<file path="config.mk">
export PLATFORM = sky130hd
export DESIGN_NAME = bpsk31_shaper
export DESIGN_NICKNAME = d
export VERILOG_FILES = /design/src/rtl/bpsk31_pkg.sv /design/src/rtl/bpsk31_window_timer.sv /design/src/rtl/bpsk31_bit_sequencer.sv /design/src/rtl/bpsk31_sample_mixer.sv /design/src/rtl/bpsk31_shaper.sv
export SDC_FILE = /design/constraint.sdc
export NUM_CORES = 1
export LEC_CHECK = 0
export CAP_MARGIN = 10
export CELL_PAD_IN_SITES_DETAIL_PLACEMENT = 0
export CELL_PAD_IN_SITES_GLOBAL_PLACEMENT = 1
export CORE_MARGIN = 4
export CORE_UTILIZATION = 50
export CTS_CLUSTER_SIZE = 20
export DETAILED_ROUTE_END_ITERATION = 10
export DONT_BUFFER_PORTS = 1
export HOLD_SLACK_MARGIN = 0.06
export PLACE_DENSITY_LB_ADDON = 0.15
export SLEW_MARGIN = 40
export SYNTH_ARGS = -nofsm -noshare
export SYNTH_HDL_FRONTEND = slang
export SYNTH_SLANG_ARGS = --single-unit
</file>
<file path="constraint.sdc">
create_clock -name clk -period 9.73 [get_ports clk]
set_clock_uncertainty 0.05 [all_clocks]
set_input_delay 1.4595 -clock clk [delete_from_list [all_inputs] [get_ports clk]]
set_output_delay 1.4595 -clock clk [all_outputs]
set_load 0.1 [all_outputs]
</file>
<file path="src/rtl/bpsk31_pkg.sv">
package bpsk31_pkg;
  localparam int STEP_LOG2 = 5;                       // 32 carrier steps
  localparam int RAMP_LOG2 = 4;                       // 16 carrier cycles per ramp
  localparam int WIN_LOG2  = STEP_LOG2 + RAMP_LOG2 + 1;
  localparam int SAMPLE_W  = 8;
  localparam int ENV_W     = 8;
  localparam int ENV_SHIFT = 7;
  localparam logic [ENV_W-1:0] ENV_FULL = ENV_W'(1 << ENV_SHIFT);
  localparam int PROD_W    = 2 * SAMPLE_W + 1;

  // First quarter of the half-step-offset sine, amplitude 127
  function automatic logic [SAMPLE_W-1:0] sine_quarter(input logic [2:0] q);
    case (q)
      3'd0: sine_quarter = 8'd12;
      3'd1: sine_quarter = 8'd37;
      3'd2: sine_quarter = 8'd60;
      3'd3: sine_quarter = 8'd81;
      3'd4: sine_quarter = 8'd98;
      3'd5: sine_quarter = 8'd112;
      3'd6: sine_quarter = 8'd122;
      default: sine_quarter = 8'd126;
    endcase
  endfunction

  // Signed sine for a 32-step index, built from quarter symmetry
  function automatic logic signed [SAMPLE_W-1:0] sine_at(input logic [STEP_LOG2-1:0] i);
    logic [2:0] q;
    logic [SAMPLE_W-1:0] mag;
    q   = i[3] ? ~i[2:0] : i[2:0];
    mag = sine_quarter(q);
    sine_at = i[4] ? -$signed(mag) : $signed(mag);
  endfunction

  // Raised-cosine envelope level per carrier cycle, 0..128
  function automatic logic [ENV_W-1:0] env_at(input logic [RAMP_LOG2-1:0] k);
    case (k)
      4'd0:  env_at = 8'd0;
      4'd1:  env_at = 8'd3;
      4'd2:  env_at = 8'd8;
      4'd3:  env_at = 8'd15;
      4'd4:  env_at = 8'd23;
      4'd5:  env_at = 8'd34;
      4'd6:  env_at = 8'd45;
      4'd7:  env_at = 8'd58;
      4'd8:  env_at = 8'd70;
      4'd9:  env_at = 8'd83;
      4'd10: env_at = 8'd94;
      4'd11: env_at = 8'd105;
      4'd12: env_at = 8'd113;
      4'd13: env_at = 8'd120;
      4'd14: env_at = 8'd125;
      default: env_at = 8'd128;
    endcase
  endfunction

  // Scale a signed sine by the envelope, round half up, offset to 0x80
  function automatic logic [SAMPLE_W-1:0] mix(input logic [ENV_W-1:0] env,
                                              input logic signed [SAMPLE_W-1:0] s,
                                              input logic neg);
    logic signed [SAMPLE_W:0] sv;
    logic signed [PROD_W-1:0] p;
    logic signed [PROD_W-1:0] r;
    sv = neg ? -$signed({s[SAMPLE_W-1], s}) : $signed({s[SAMPLE_W-1], s});
    p  = $signed({{(PROD_W-ENV_W){1'b0}}, env}) *
         $signed({{(PROD_W-SAMPLE_W-1){sv[SAMPLE_W]}}, sv});
    r  = (p + PROD_W'(1 << (ENV_SHIFT-1))) >>> ENV_SHIFT;
    mix = r[SAMPLE_W-1:0] + SAMPLE_W'(1 << (SAMPLE_W-1));
  endfunction
endpackage

</file>
<file path="src/rtl/bpsk31_window_timer.sv">
module bpsk31_window_timer
  import bpsk31_pkg::*;
(
  input  logic                clk,
  input  logic                rst_n,
  input  logic                tick,
  output logic [WIN_LOG2-1:0] pos,
  output logic                at_mid,
  output logic                at_end
);
  localparam logic [WIN_LOG2-1:0] MID_POS = WIN_LOG2'((1 << (WIN_LOG2-1)) - 1);
  localparam logic [WIN_LOG2-1:0] END_POS = '1;

  always_ff @(posedge clk) begin
    if (!rst_n)    pos <= '0;
    else if (tick) pos <= pos + 1'b1;
  end

  assign at_mid = (pos == MID_POS);
  assign at_end = (pos == END_POS);
endmodule

</file>
<file path="src/rtl/bpsk31_bit_sequencer.sv">
module bpsk31_bit_sequencer (
  input  logic clk,
  input  logic rst_n,
  input  logic tick,
  input  logic at_mid,
  input  logic at_end,
  input  logic bit_valid,
  input  logic bit_data,
  output logic bit_ready,
  output logic cur_bit,
  output logic pol
);
  logic take_bit;
  logic flip_now;

  assign take_bit  = tick && at_end;
  assign flip_now  = tick && at_mid && !cur_bit;
  assign bit_ready = take_bit;

  always_ff @(posedge clk) begin
    if (!rst_n) begin
      cur_bit <= 1'b0;
      pol     <= 1'b0;
    end else begin
      if (take_bit) cur_bit <= bit_valid ? bit_data : 1'b0;
      if (flip_now) pol     <= ~pol;
    end
  end
endmodule

</file>
<file path="src/rtl/bpsk31_sample_mixer.sv">
module bpsk31_sample_mixer
  import bpsk31_pkg::*;
(
  input  logic                clk,
  input  logic                rst_n,
  input  logic                tick,
  input  logic [WIN_LOG2-1:0] pos,
  input  logic                cur_bit,
  input  logic                pol,
  output logic [ENV_W-1:0]    env_level,
  output logic [SAMPLE_W-1:0] sample_out,
  output logic                sample_strobe
);
  logic                       rising_half;
  logic [RAMP_LOG2-1:0]       cycle_idx;
  logic [RAMP_LOG2-1:0]       level_idx;
  logic signed [SAMPLE_W-1:0] sine_val;
  logic [SAMPLE_W-1:0]        next_sample;

  assign rising_half = pos[WIN_LOG2-1];
  assign cycle_idx   = pos[WIN_LOG2-2:STEP_LOG2];
  assign level_idx   = rising_half ? cycle_idx : ~cycle_idx;

  always_comb begin
    env_level   = cur_bit ? ENV_FULL : env_at(level_idx);
    sine_val    = sine_at(pos[STEP_LOG2-1:0]);
    next_sample = mix(env_level, sine_val, pol);
  end

  always_ff @(posedge clk) begin
    if (!rst_n) begin
      sample_out    <= SAMPLE_W'(1 << (SAMPLE_W-1));
      sample_strobe <= 1'b0;
    end else begin
      sample_strobe <= tick;
      if (tick) sample_out <= next_sample;
    end
  end
endmodule

</file>
<file path="src/rtl/bpsk31_shaper.sv">
module bpsk31_shaper
  import bpsk31_pkg::*;
(
  input  logic                clk,
  input  logic                rst_n,
  input  logic                tick,
  input  logic                bit_valid,
  input  logic                bit_data,
  output logic                bit_ready,
  output logic [SAMPLE_W-1:0] sample_out,
  output logic                sample_strobe
);
  logic [WIN_LOG2-1:0] pos;
  logic                at_mid;
  logic                at_end;
  logic                cur_bit;
  logic                pol;
  logic [ENV_W-1:0]    env_level;

  bpsk31_window_timer timer_i (
    .clk(clk), .rst_n(rst_n), .tick(tick),
    .pos(pos), .at_mid(at_mid), .at_end(at_end)
  );

  bpsk31_bit_sequencer seq_i (
    .clk(clk), .rst_n(rst_n), .tick(tick),
    .at_mid(at_mid), .at_end(at_end),
    .bit_valid(bit_valid), .bit_data(bit_data),
    .bit_ready(bit_ready), .cur_bit(cur_bit), .pol(pol)
  );

  bpsk31_sample_mixer mixer_i (
    .clk(clk), .rst_n(rst_n), .tick(tick),
    .pos(pos), .cur_bit(cur_bit), .pol(pol),
    .env_level(env_level),
    .sample_out(sample_out), .sample_strobe(sample_strobe)
  );
endmodule

</file>
== Yosys cells after proc, flatten, opt, wreduce, memory -nomap -nowiden ==
Memory sizes are Yosys's and may differ from the RTL's.
Cells that the tools add are included.

* Bits in registers: 21
* Bits in latches: 0
* RAM bits: 0
* ROM bits: 128
* Bits of input ports: 5
* Output and inout port bits: 10
* Logic and storage cells: 35
* Memories: 1

{| class="wikitable"
|+ Memories
! memory !! words !! width !! rd ports !! clocked after Yosys merged registers in !! wr ports !! line !! text
|-
| (no name shown) || 16 || 8 || 1 || 0 || 0 || bpsk31_pkg.sv:36 || <nowiki>case (k)</nowiki>
|}

* $add $sub $neg: 5
* $mul: 1
* Divide/modulo/power cells: 0
* Order comparisons: 0
* Eq/ne operators: 8
* Shifts and indexed selects: 0
* Mux-type cells: 7
* Bitwise operators: 3
* Reduce and logical (&&, ||, !) cells: 5

{| class="wikitable"
|+ Operator list
! operator !! count
|-
| case mux 7 bit (7 select lines) || 1
|-
| 2-to-1 mux 8 bit || 2
|-
| adder 15 x 8 -> 15 bit (second input constant) || 1
|-
| multiplier 9 x 9 -> 15 bit || 1
|-
| adder 10 x 1 -> 10 bit (second input constant) || 1
|-
| == test 10 bit (second input constant) || 1
|-
| == test 10 x 9 -> 1 bit (second input constant) || 1
|-
| == test 3 bit (second input constant) || 3
|-
| 2-to-1 mux 9 bit || 1
|-
| negation 8 -> 9 bit || 1
|-
| adder 8 bit (second input constant) || 1
|-
| negation 7 -> 8 bit || 1
|-
| == test 3 x 2 -> 1 bit (second input constant) || 2
|-
| 2-to-1 mux 4 bit || 1
|-
| inverter 4 bit || 1
|-
| == test 3 x 1 -> 1 bit (second input constant) || 1
|-
| logical AND 1 bit || 3
|-
| logical NOT 3 bit || 1
|-
| 2-to-1 mux 3 bit || 1
|-
| inverter 3 bit || 1
|-
| logical NOT 1 bit || 1
|-
| 2-to-1 mux 1 bit || 1
|-
| inverter 1 bit || 1
|}

== Longest topological paths before layout ==
Gate-level depths: netlist of the first run.

* Depth after elaboration: 11
* Mapped depth: 30
* Depth with buffers taken out: 29

== By module ==
Synthesis of the first run repeated with hierarchy kept, for this count alone.

* Cells, all modules: 449
* Area, all modules: 3,792.4 µm²

{| class="wikitable"
|+ Modules (own cells, without submodules)
! module !! times used !! cells an instance !! area each (µm²) !! sequential area each (µm²)
|-
| bpsk31_sample_mixer || 1 || 388 || 3,219.3 || 180.2
|-
| bpsk31_window_timer || 1 || 51 || 470.5 || 200.2
|-
| bpsk31_bit_sequencer || 1 || 10 || 102.6 || 40.0
|}

== Worst setup path after synthesis of the first run ==
Ideal clock, no wire load.

* Path kind: register to register
* Start: register timer_i.pos[3]
* End: register mixer_i.sample_out[7]
* Setup time: 0.087 ns
* Arrival: 6.891 ns
* Data required time: 9.593 ns
* Path slack: 2.702 ns
* Cell stages (with the launch flop): 29
* Path buffers: 1
* Period minus slack after synthesis: 7.028 ns
* Cells stage by stage: dfxtp_1 -> ha_1 -> buf_2 -> a21oi_1 -> inv_1 -> ha_1 -> nor2b_1 -> xnor2_1 -> xor2_1 -> o31ai_1 -> a21boi_1 -> xor2_1 -> or2_1 -> fa_1 -> fa_1 -> inv_1 -> fa_1 -> fa_1 -> inv_1 -> fa_1 -> inv_1 -> ha_1 -> nor2_1 -> nor3b_1 -> a21o_1 -> a21oi_1 -> a311oi_1 -> nor3_1 -> o31ai_1

* Cells in the longest elaborated chain, start to end: 10
* Elaborated cells between the ends (all ways): 16
* Those cells by class: 4 x add/sub; 1 x mul; 6 x eq/ne; 4 x mux; 1 x reduce/logical

{| class="wikitable"
|+ RTL lines
! element !! line !! text
|-
| from (decl) || bpsk31_window_timer.sv:7 || <nowiki>output logic [WIN_LOG2-1:0] pos,</nowiki>
|-
| from (signal assigned) || bpsk31_window_timer.sv:16 || <nowiki>else if (tick) pos <= pos + 1'b1;</nowiki>
|-
| 2-to-1 mux 3 bit * || bpsk31_pkg.sv:29 || <nowiki>q = i[3] ? ~i[2:0] : i[2:0];</nowiki>
|-
| == test 3 bit, or another cell as far along || bpsk31_pkg.sv:13 || <nowiki>case (q)</nowiki>
|-
| case mux 7 bit (7 select lines) * || bpsk31_pkg.sv:13 ||
|-
| negation 7 -> 8 bit || bpsk31_pkg.sv:31 || <nowiki>sine_at = i[4] ? -$signed(mag) : $signed(mag);</nowiki>
|-
| 2-to-1 mux 8 bit * || bpsk31_pkg.sv:31 ||
|-
| negation 8 -> 9 bit || bpsk31_pkg.sv:63 || <nowiki>sv = neg ? -$signed({s[SAMPLE_W-1], s}) : $signed({s[SAMPLE_W-1], s});</nowiki>
|-
| 2-to-1 mux 9 bit * || bpsk31_pkg.sv:63 ||
|-
| multiplier 9 x 9 -> 15 bit * || bpsk31_pkg.sv:64 || <nowiki>p = $signed({{(PROD_W-ENV_W){1'b0}}, env}) *</nowiki>
|-
| adder 15 x 8 -> 15 bit * || bpsk31_pkg.sv:66 || <nowiki>r = (p + PROD_W'(1 << (ENV_SHIFT-1))) >>> ENV_SHIFT;</nowiki>
|-
| adder 8 bit * || bpsk31_pkg.sv:67 || <nowiki>mix = r[SAMPLE_W-1:0] + SAMPLE_W'(1 << (SAMPLE_W-1));</nowiki>
|-
| to (signal assigned) || bpsk31_sample_mixer.sv:32 || <nowiki>sample_out <= SAMPLE_W'(1 << (SAMPLE_W-1));</nowiki>
|-
| to (signal assigned) || bpsk31_sample_mixer.sv:36 || <nowiki>if (tick) sample_out <= next_sample;</nowiki>
|-
| to (decl) || bpsk31_sample_mixer.sv:11 || <nowiki>output logic [SAMPLE_W-1:0] sample_out,</nowiki>
|}

Every way passes the cells marked *; elsewhere a longest branch is shown, timed or not.
A chain may end at the register's enable or synchronous reset.

== Worst setup path in the final report of the first run ==
Ends and elaborated chain as after synthesis.

==> results of run 1 <==
[synth_stat cells, drive strengths merged, types with 3 or more instances]
library cell and instances:
nor2b 8, a21o 3, clkbuf 10, inv 62, buf 11, nand2b 17, fa 43, nor2 65
o31ai 3, o21ai 13, a211oi 4, ha 38, a32o 3, nand2 35, nor3 10, xnor2 19
a21boi 3, a21oi 12, and2 3, nand3b 5, nand3 6, or3 5, or2 4, xor2 12
nand4 3, dfxtp 21
[critical path, stage by stage, from the launching register on]
cell and delay [ns]:
dfxtp_1 0.64, ha_1 0.43, a21oi_1 0.57, inv_1 0.18, ha_1 0.23, nor2b_1 0.13
xnor2_1 0.18, xor2_1 0.11, o31ai_1 0.34, a21boi_1 0.23, xor2_1 0.56, or2_1 0.21
fa_1 0.41, fa_1 0.49, inv_1 0.05, fa_1 0.51, fa_1 0.57, inv_1 0.06
fa_1 0.50, inv_1 0.04, ha_1 0.29, nor2_1 0.06, nor3b_1 0.39, a21o_1 0.19
a21oi_1 0.08, a311oi_1 0.33, nor3_1 0.10, o31ai_1 0.21
[cells by family (layout without fill, tap and decap cells)]
group / count (synthesis) / after routing / share of synthesized area (%)
buf+inv: 83 / 68 / 9.274
fa+ha+maj: 81 / 81 / 36.41
compound gates: 60 / 60 / 11.66
simple gates: 168 / 168 / 21.99
mux: 3 / 3 / 1.159
xor+xnor: 32 / 32 / 8.046
flops: 21 / 21 / 11.46
[cell usage in the layout (no fill, tap or decap), types with 2 or more instances in the layout]
cell type / instances
nor2_1: 65
inv_1: 62
fa_1: 43
ha_1: 38
nand2_1: 35
xnor2_1: 19
nand2b_1: 17
o21ai_0: 13
a21oi_1: 12
xor2_1: 12
dfxtp_1: 12
nor3_1: 10
dfxtp_2: 9
nor2b_1: 7
nand3_1: 6
nand3b_1: 5
or3_1: 5
nand4_1: 3
or2_2: 3
o31ai_1: 3
a21boi_1: 3
a21o_1: 3
a211oi_1: 3
a32o_1: 3
clkbuf_8: 3
and3_1: 2
and2_1: 2
o22ai_1: 2
a221o_1: 2
a31oi_1: 2
mux2i_1: 2
o21a_1: 2
nor3b_1: 2
a311oi_1: 2
buf_4: 2
[cell type report]
type	instances	area [um2]
sequential	21	431.7
clock inverter	1	7.507
timing repair buffer	2	15.01
tap	96	120.1
clock buffer	3	41.29
fill	697	3181
inverter	62	232.7
multi-input combinational	344	2915
[flip-flops by register name, summed over array words and instances (netlist names)]
signal and flops:
mixer_i.sample_out 8, timer_i.pos 10, seq_i.pol 1, seq_i.cur_bit 1
mixer_i.sample_strobe 1
[how the worst max path moves through the flow]
stage                     slack (ns)                     to  cells past startpoint
after floorplan                 2.70  mixer_i.sample_out[7]                     28
after global placement          1.67  mixer_i.sample_out[7]                     27
after detailed placement        1.58  mixer_i.sample_out[7]                     27
after CTS                       1.47  mixer_i.sample_out[7]                     27
after global routing            0.72  mixer_i.sample_out[7]                     27
final                           1.48  mixer_i.sample_out[7]                     27
[layer usage]
metal  part of all wire (%)  up-vias
met2                     48       34
met3                    2.6        4
met1                     49     1341
met4                   0.55        0
met5                      0        -
li1                       -     1430
[through the flow]
stage          power [mW]  worst slack [ns]  hold WS [ns]
2_1_floorplan      0.1464             2.702        0.4570
5_1_grt            0.2299            0.7211        0.5524
6_report           0.2151             1.485        0.5198
3_3_place_gp       0.1567             1.668        0.4943
3_5_place_dp       0.1576             1.583        0.5045
4_1_cts            0.2188             1.474        0.5246
[power by group through the flow]
| stage | sequential, mW | clock [mW] | combinational [mW] |
|---|---|---|---|
| after floorplan | 0.108 | 0 | 0.0382 |
| after global placement | 0.111 | 0 | 0.0459 |
| after detailed placement | 0.111 | 0 | 0.0462 |
| after CTS | 0.109 | 0.0630 | 0.0465 |
| after global routing | 0.110 | 0.0666 | 0.0534 |
| final | 0.109 | 0.0595 | 0.0462 |
==> run_results.csv, run 1 <==
group,metric,value,unit
outcome,status,"finished, final reports clean",
floorplan,start_util,52.85,%
clock_network,cts_root_buf,"clkbuf_8",
power_and_ir_drop,p_per_area,57.15,nW/um2
routing,routed_wirelength,7.678,mm
synth,synth-seq-area-share,11.46,%
clock_network,cts_buffer_depth,2,
hold_path,hold_end,"timer_i.pos[2]",
synth,yosysTopAreaCellShare,23.46,%
power_and_ir_drop,clkPwrFrac,27.7,%
routing,post_drt_via_cell_ratio,5.310,
global_route,grtUsageMet1,27.51,%
clock_network,clock_tree.htree_level_count,1,
synth,synthArstFlopShare,0,%
floorplan,io_pins,15,
floorplan,die_y,93.67,um
floorplan,core_area,6944,um2
clock_network,clkTransAtPathRegs,0.08,ns
worst_setup_path,path_class,"flop to flop",
sta,setup_viol,0,
floorplan,rows,30,
synth,synthTopCellsByArea,"fa_1 23%, ha_1 13%, dfxtp_1 11%",
synth,yosys.area.top_type,"fa_1",
routing,route.detailed.drc,0,
global_route,grtUsageMet2,32.58,%
routing,vias,2809,
layout,fin_util,54.20,%
clock_network,cts_tree,"yes",
synth,ys.flop_type,"dfxtp_1",
place,dp_hpwl,6.267,mm
global_route,grt_pass1_vias,2862,
clock_network,cts_setup_buffers,0,
routing,wire_per_inst,14.51,um
worst_setup_path,critPathCaptureType,"flop",
sta,rsz0062_at_grt,"no",
place,place_inst,525,
global_route,grt.overflow.total,0,
worst_setup_path,worstPathRequired,9.86,ns
power_and_ir_drop,ir_worst_vdd,0.07107,mV
floorplan,fp.dieW,93.67,um
hold_path,whs_path_depth,2,
flow_run,drv_cap,0,
synth,yosysWarnings,0,
layout,design_area,3764,um2
worst_setup_path,r2r_start,"timer_i.pos[3]",
global_route,grtUsageMet3,2.244,%
place,place.gp.congestion,0.8346,
layout,nNetsFinal,520,
power_and_ir_drop,p_switching,0.07797,mW
place,place_area,3710,um2
sta,clock.fmax,121.3,MHz
worst_setup_path,startpoint,"timer_i.pos[3]",
power_and_ir_drop,p_comb_share,21.5,%
routing,drt_iter0_drc,101,
synth,avgSynthCellArea,8.191,um2
worst_setup_path,critPathArrivalTime,8.37,ns
synth,ys_types,52,
sta,tns,0,ns
routing,drt_first_pass_iters,4,
clock_network,cts.sinks,21,
power_and_ir_drop,leakage,1.713,nW
synth,synth_edf_count,0,
place,placement.io_buffers,0,
synth,syn_area,3670,um2
worst_setup_path,rr_worst_depth,27,
worst_setup_path,crit_path_max_fanout,15,
hold_path,hp-class,"flop to flop",
layout,layout.cells.non_filler,529,
worst_setup_path,r2r_end,"mixer_i.sample_out[7]",
sta,worst_slew_pin_slew,0.8136,ns
floorplan,fp.dieArea,8774,um2
sta,hold_viol_final,0,
global_route,grt_pass1_wl,13.78,mm
sta,relSlewSlack,45.37,%
layout,diodes,0,
clock_network,hold_buffers,0,
power_and_ir_drop,p_seq_share,50.8,%
synth,syn-num-nets,534,
global_route,antenna_found_initial,0,
sta,min_period_over_period,84.74,%
layout,drive_gt1_share,6.005,%
global_route,top_usage_layer,"met2",
worst_setup_path,cp-start-kind,"flop",
routing,ant_nets,0,
power_and_ir_drop,internal_power,0.1371,mW
synth,synthCells,448,
synth,ys_seq_elements,21,
sta,min_period,8.245,ns
clock_network,worstSkewPairLatency,0.27,ns
layout,area_delta_synth_final,2.557,%
clock_network,cts_resized,0,
clock_network,numCtsBuffers,3,
hold_path,hold_path_startpoint,"timer_i.pos[2]",
worst_setup_path,rrSetupSlack,1.48,ns
power_and_ir_drop,p_sw_share,36.25,%
global_route,grt_max_degree,21,
sta,drv_slew,0,
global_route,track_usage,19.42,%
(Power assumes the default switching activity.)
==> inputs of run 2 (changes only) <==
Clock period 9.73 ns to 7.9 ns, I/O delays scaled along.
==> run 2 against run 1 <==
Against the previous run: global-route usage fell by 0.16 points; combinational power is 32% higher; non-clock buffer count up 7; critical path depth increased by 1; setup slack got worse by 0.93 ns; fmax is 12% higher; sequential share of layout area fell by 0.14 points; first-iteration DRC count increased by 42%; clock power grew 21%; largest cell class unchanged.
==> run_results.csv, run 2 (synthesis gave the netlist of run 1 again) <==
group,metric,value,unit
place,place.gp.congestion,0.8155,
layout,design_area,3811,um2
power_and_ir_drop,leakage,1.745,nW
worst_setup_path,cp.depth,28,
clock_network,clkTransAtPathRegs,0.09,ns
clock_network,clock_tree.htree_level_count,1,
floorplan,rows,30,
outcome,status,"finished, final reports clean",
floorplan,core_area,6944,um2
routing,ant_nets,0,
hold_path,hp-class,"flop to flop",
worst_setup_path,slowest_delay,0.58,ns
sta,hold_viol_final,0,
global_route,top_usage_layer,"met2",
global_route,grt_pass1_vias,2890,
global_route,grtUsageMet2,31.27,%
sta,setup_viol,0,
routing,route.detailed.drc,0,
worst_setup_path,cp-start-kind,"flop",
worst_setup_path,worstPathRequired,8.03,ns
global_route,antenna_found_initial,0,
floorplan,io_pins,15,
worst_setup_path,cp_num_buf_inv,5,
clock_network,numCtsBuffers,3,
clock_network,cts.sinks,21,
floorplan,start_util,52.85,%
sta,clock.fmax,136.1,MHz
sta,worst_slew_pin_slew,0.7127,ns
floorplan,fp.dieArea,8774,um2
clock_network,cts_resized,0,
power_and_ir_drop,internal_power,0.1721,mW
layout,top_regs,"timer_i.pos x10, mixer_i.sample_out x8",
worst_setup_path,path_class,"flop to flop",
power_and_ir_drop,clkPwrFrac,26.9,%
clock_network,cts_buffer_depth,2,
sta,drv_slew,0,
sta,tns,0,ns
worst_setup_path,critPathArrivalTime,7.48,ns
worst_setup_path,critPathCaptureType,"flop",
worst_setup_path,startpoint,"timer_i.pos[2]",
power_and_ir_drop,p_comb_share,22.9,%
global_route,grt.overflow.total,0,
worst_setup_path,r2r_end,"mixer_i.sample_out[7]",
layout,diodes,0,
layout,nFillCells,689,
worst_setup_path,cp_slowest_cell,"xnor2_1",
worst_setup_path,rrSetupSlack,0.55,ns
worst_setup_path,rr_worst_depth,28,
layout,nNetsFinal,527,
floorplan,die_y,93.67,um
routing,vias,2902,
global_route,grt_pass1_wl,13.81,mm
place,place_area,3762,um2
clock_network,worstSkewPairLatency,0.27,ns
power_and_ir_drop,ir_worst_vdd,0.1313,mV
clock_network,cts_tree,"yes",
layout,mostFrequentLayoutCells,"65 x nor2_1, 62 x inv_1, 43 x fa_1, 38 x ha_1, 35 x nand2_1",
sta,min_period_over_period,93.01,%
worst_setup_path,crit_path_end,"mixer_i.sample_out[7]",
clock_network,cts_root_buf,"clkbuf_8",
worst_setup_path,r2r_start,"timer_i.pos[2]",
place,dp_hpwl,6.383,mm
sta,relSlewSlack,52.48,%
routing,drt_iter0_drc,143,
routing,wire_per_inst,14.48,um
routing,post_drt_via_cell_ratio,5.414,
power_and_ir_drop,p_sw_share,35.75,%
layout,drive_gt1_share,7.273,%
global_route,grtUsageMet3,1.763,%
power_and_ir_drop,p_switching,0.09577,mW
routing,drt_first_pass_iters,4,
power_and_ir_drop,p_seq_share,50.2,%
place,placement.io_buffers,0,
worst_setup_path,crit_path_max_fanout,9,
clock_network,cts_setup_buffers,0,
floorplan,fp.dieW,93.67,um
sta,rsz0062_at_grt,"no",
clock_network,hold_buffers,0,
layout,layout_commonest_cell,"nor2_1",
worst_setup_path,path_delay_family,"adder cells",
global_route,track_usage,19.26,%
layout,largest_reg_flops,10,
routing,routed_wirelength,7.759,mm
global_route,grtUsageMet1,27.72,%
layout,regMostFlops,"timer_i.pos",
power_and_ir_drop,p_per_area,70.29,nW/um2
global_route,grt_max_degree,21,
layout,area_delta_synth_final,3.853,%
sta,min_period,7.348,ns
flow_run,drv_cap,0,
[run 2: per-layer routing]
layer  vias to the layer above  share of wire [%]
met3                        11                2.9
met5                         -                  0
met4                         0                1.7
met2                        49                 47
met1                      1407                 48
li1                       1435                  -
[run 2: cell type report]
type	count	area, um2	area share, %
multi-input cells	344	2910	76.36
flip-flops and latches	21	431.7	11.33
well taps	96	120.1	3.152
clock buffers	3	41.29	1.083
repair buffers	9	67.56	1.773
inverters	62	232.7	6.106
clock inverters	1	7.507	0.1970
[run 2: worst reg2reg max path: cells and delay by family (launching register included)]
kind                       cells  cell delay [ns]
xor gates and xnor gates       1             0.58
buffers and inverters          5             0.34
adders and majority gates      9             3.78
AOI/OAI and AO/OA              7             1.24
and+or+nand+nor                6             0.93
DFF                            1             0.34
[run 2: stage by stage]
step	std cells	hold WS [ns]	setup WS, ns	utilization, %	power [mW]
floorplan	448	0.4570	0.8723	-	0.1803
global placement	532	0.4823	0.5971	54.00	0.1967
detailed placement	532	0.5091	0.6274	54.18	0.1985
CTS	536	0.5305	0.5242	54.88	0.2720
global route	536	0.5566	0.01166	54.88	0.2875
finish	536	0.5286	0.5518	54.88	0.2679
[run 2: power groups by stage]
stage,sequential [mW],clock (mW),combinational (mW)
global route,0.136,0.0824,0.0695
detailed placement,0.137,0,0.0612
CTS,0.135,0.0754,0.0618
finish,0.135,0.0721,0.0612
floorplan,0.133,0,0.0470
global placement,0.136,0,0.0602
[run 2: how the worst min path moves through the flow]
stage | from | endpoint | slack, ns | cells past startpoint
5_1_grt | timer_i.pos[2] | timer_i.pos[2] | 0.56 | 2
6_report | timer_i.pos[2] | timer_i.pos[2] | 0.53 | 2
3_3_place_gp | timer_i.pos[2] | timer_i.pos[2] | 0.48 | 2
4_1_cts | timer_i.pos[2] | timer_i.pos[2] | 0.53 | 2
2_1_floorplan | timer_i.pos[2] | timer_i.pos[2] | 0.46 | 2
3_5_place_dp | timer_i.pos[2] | timer_i.pos[2] | 0.51 | 2
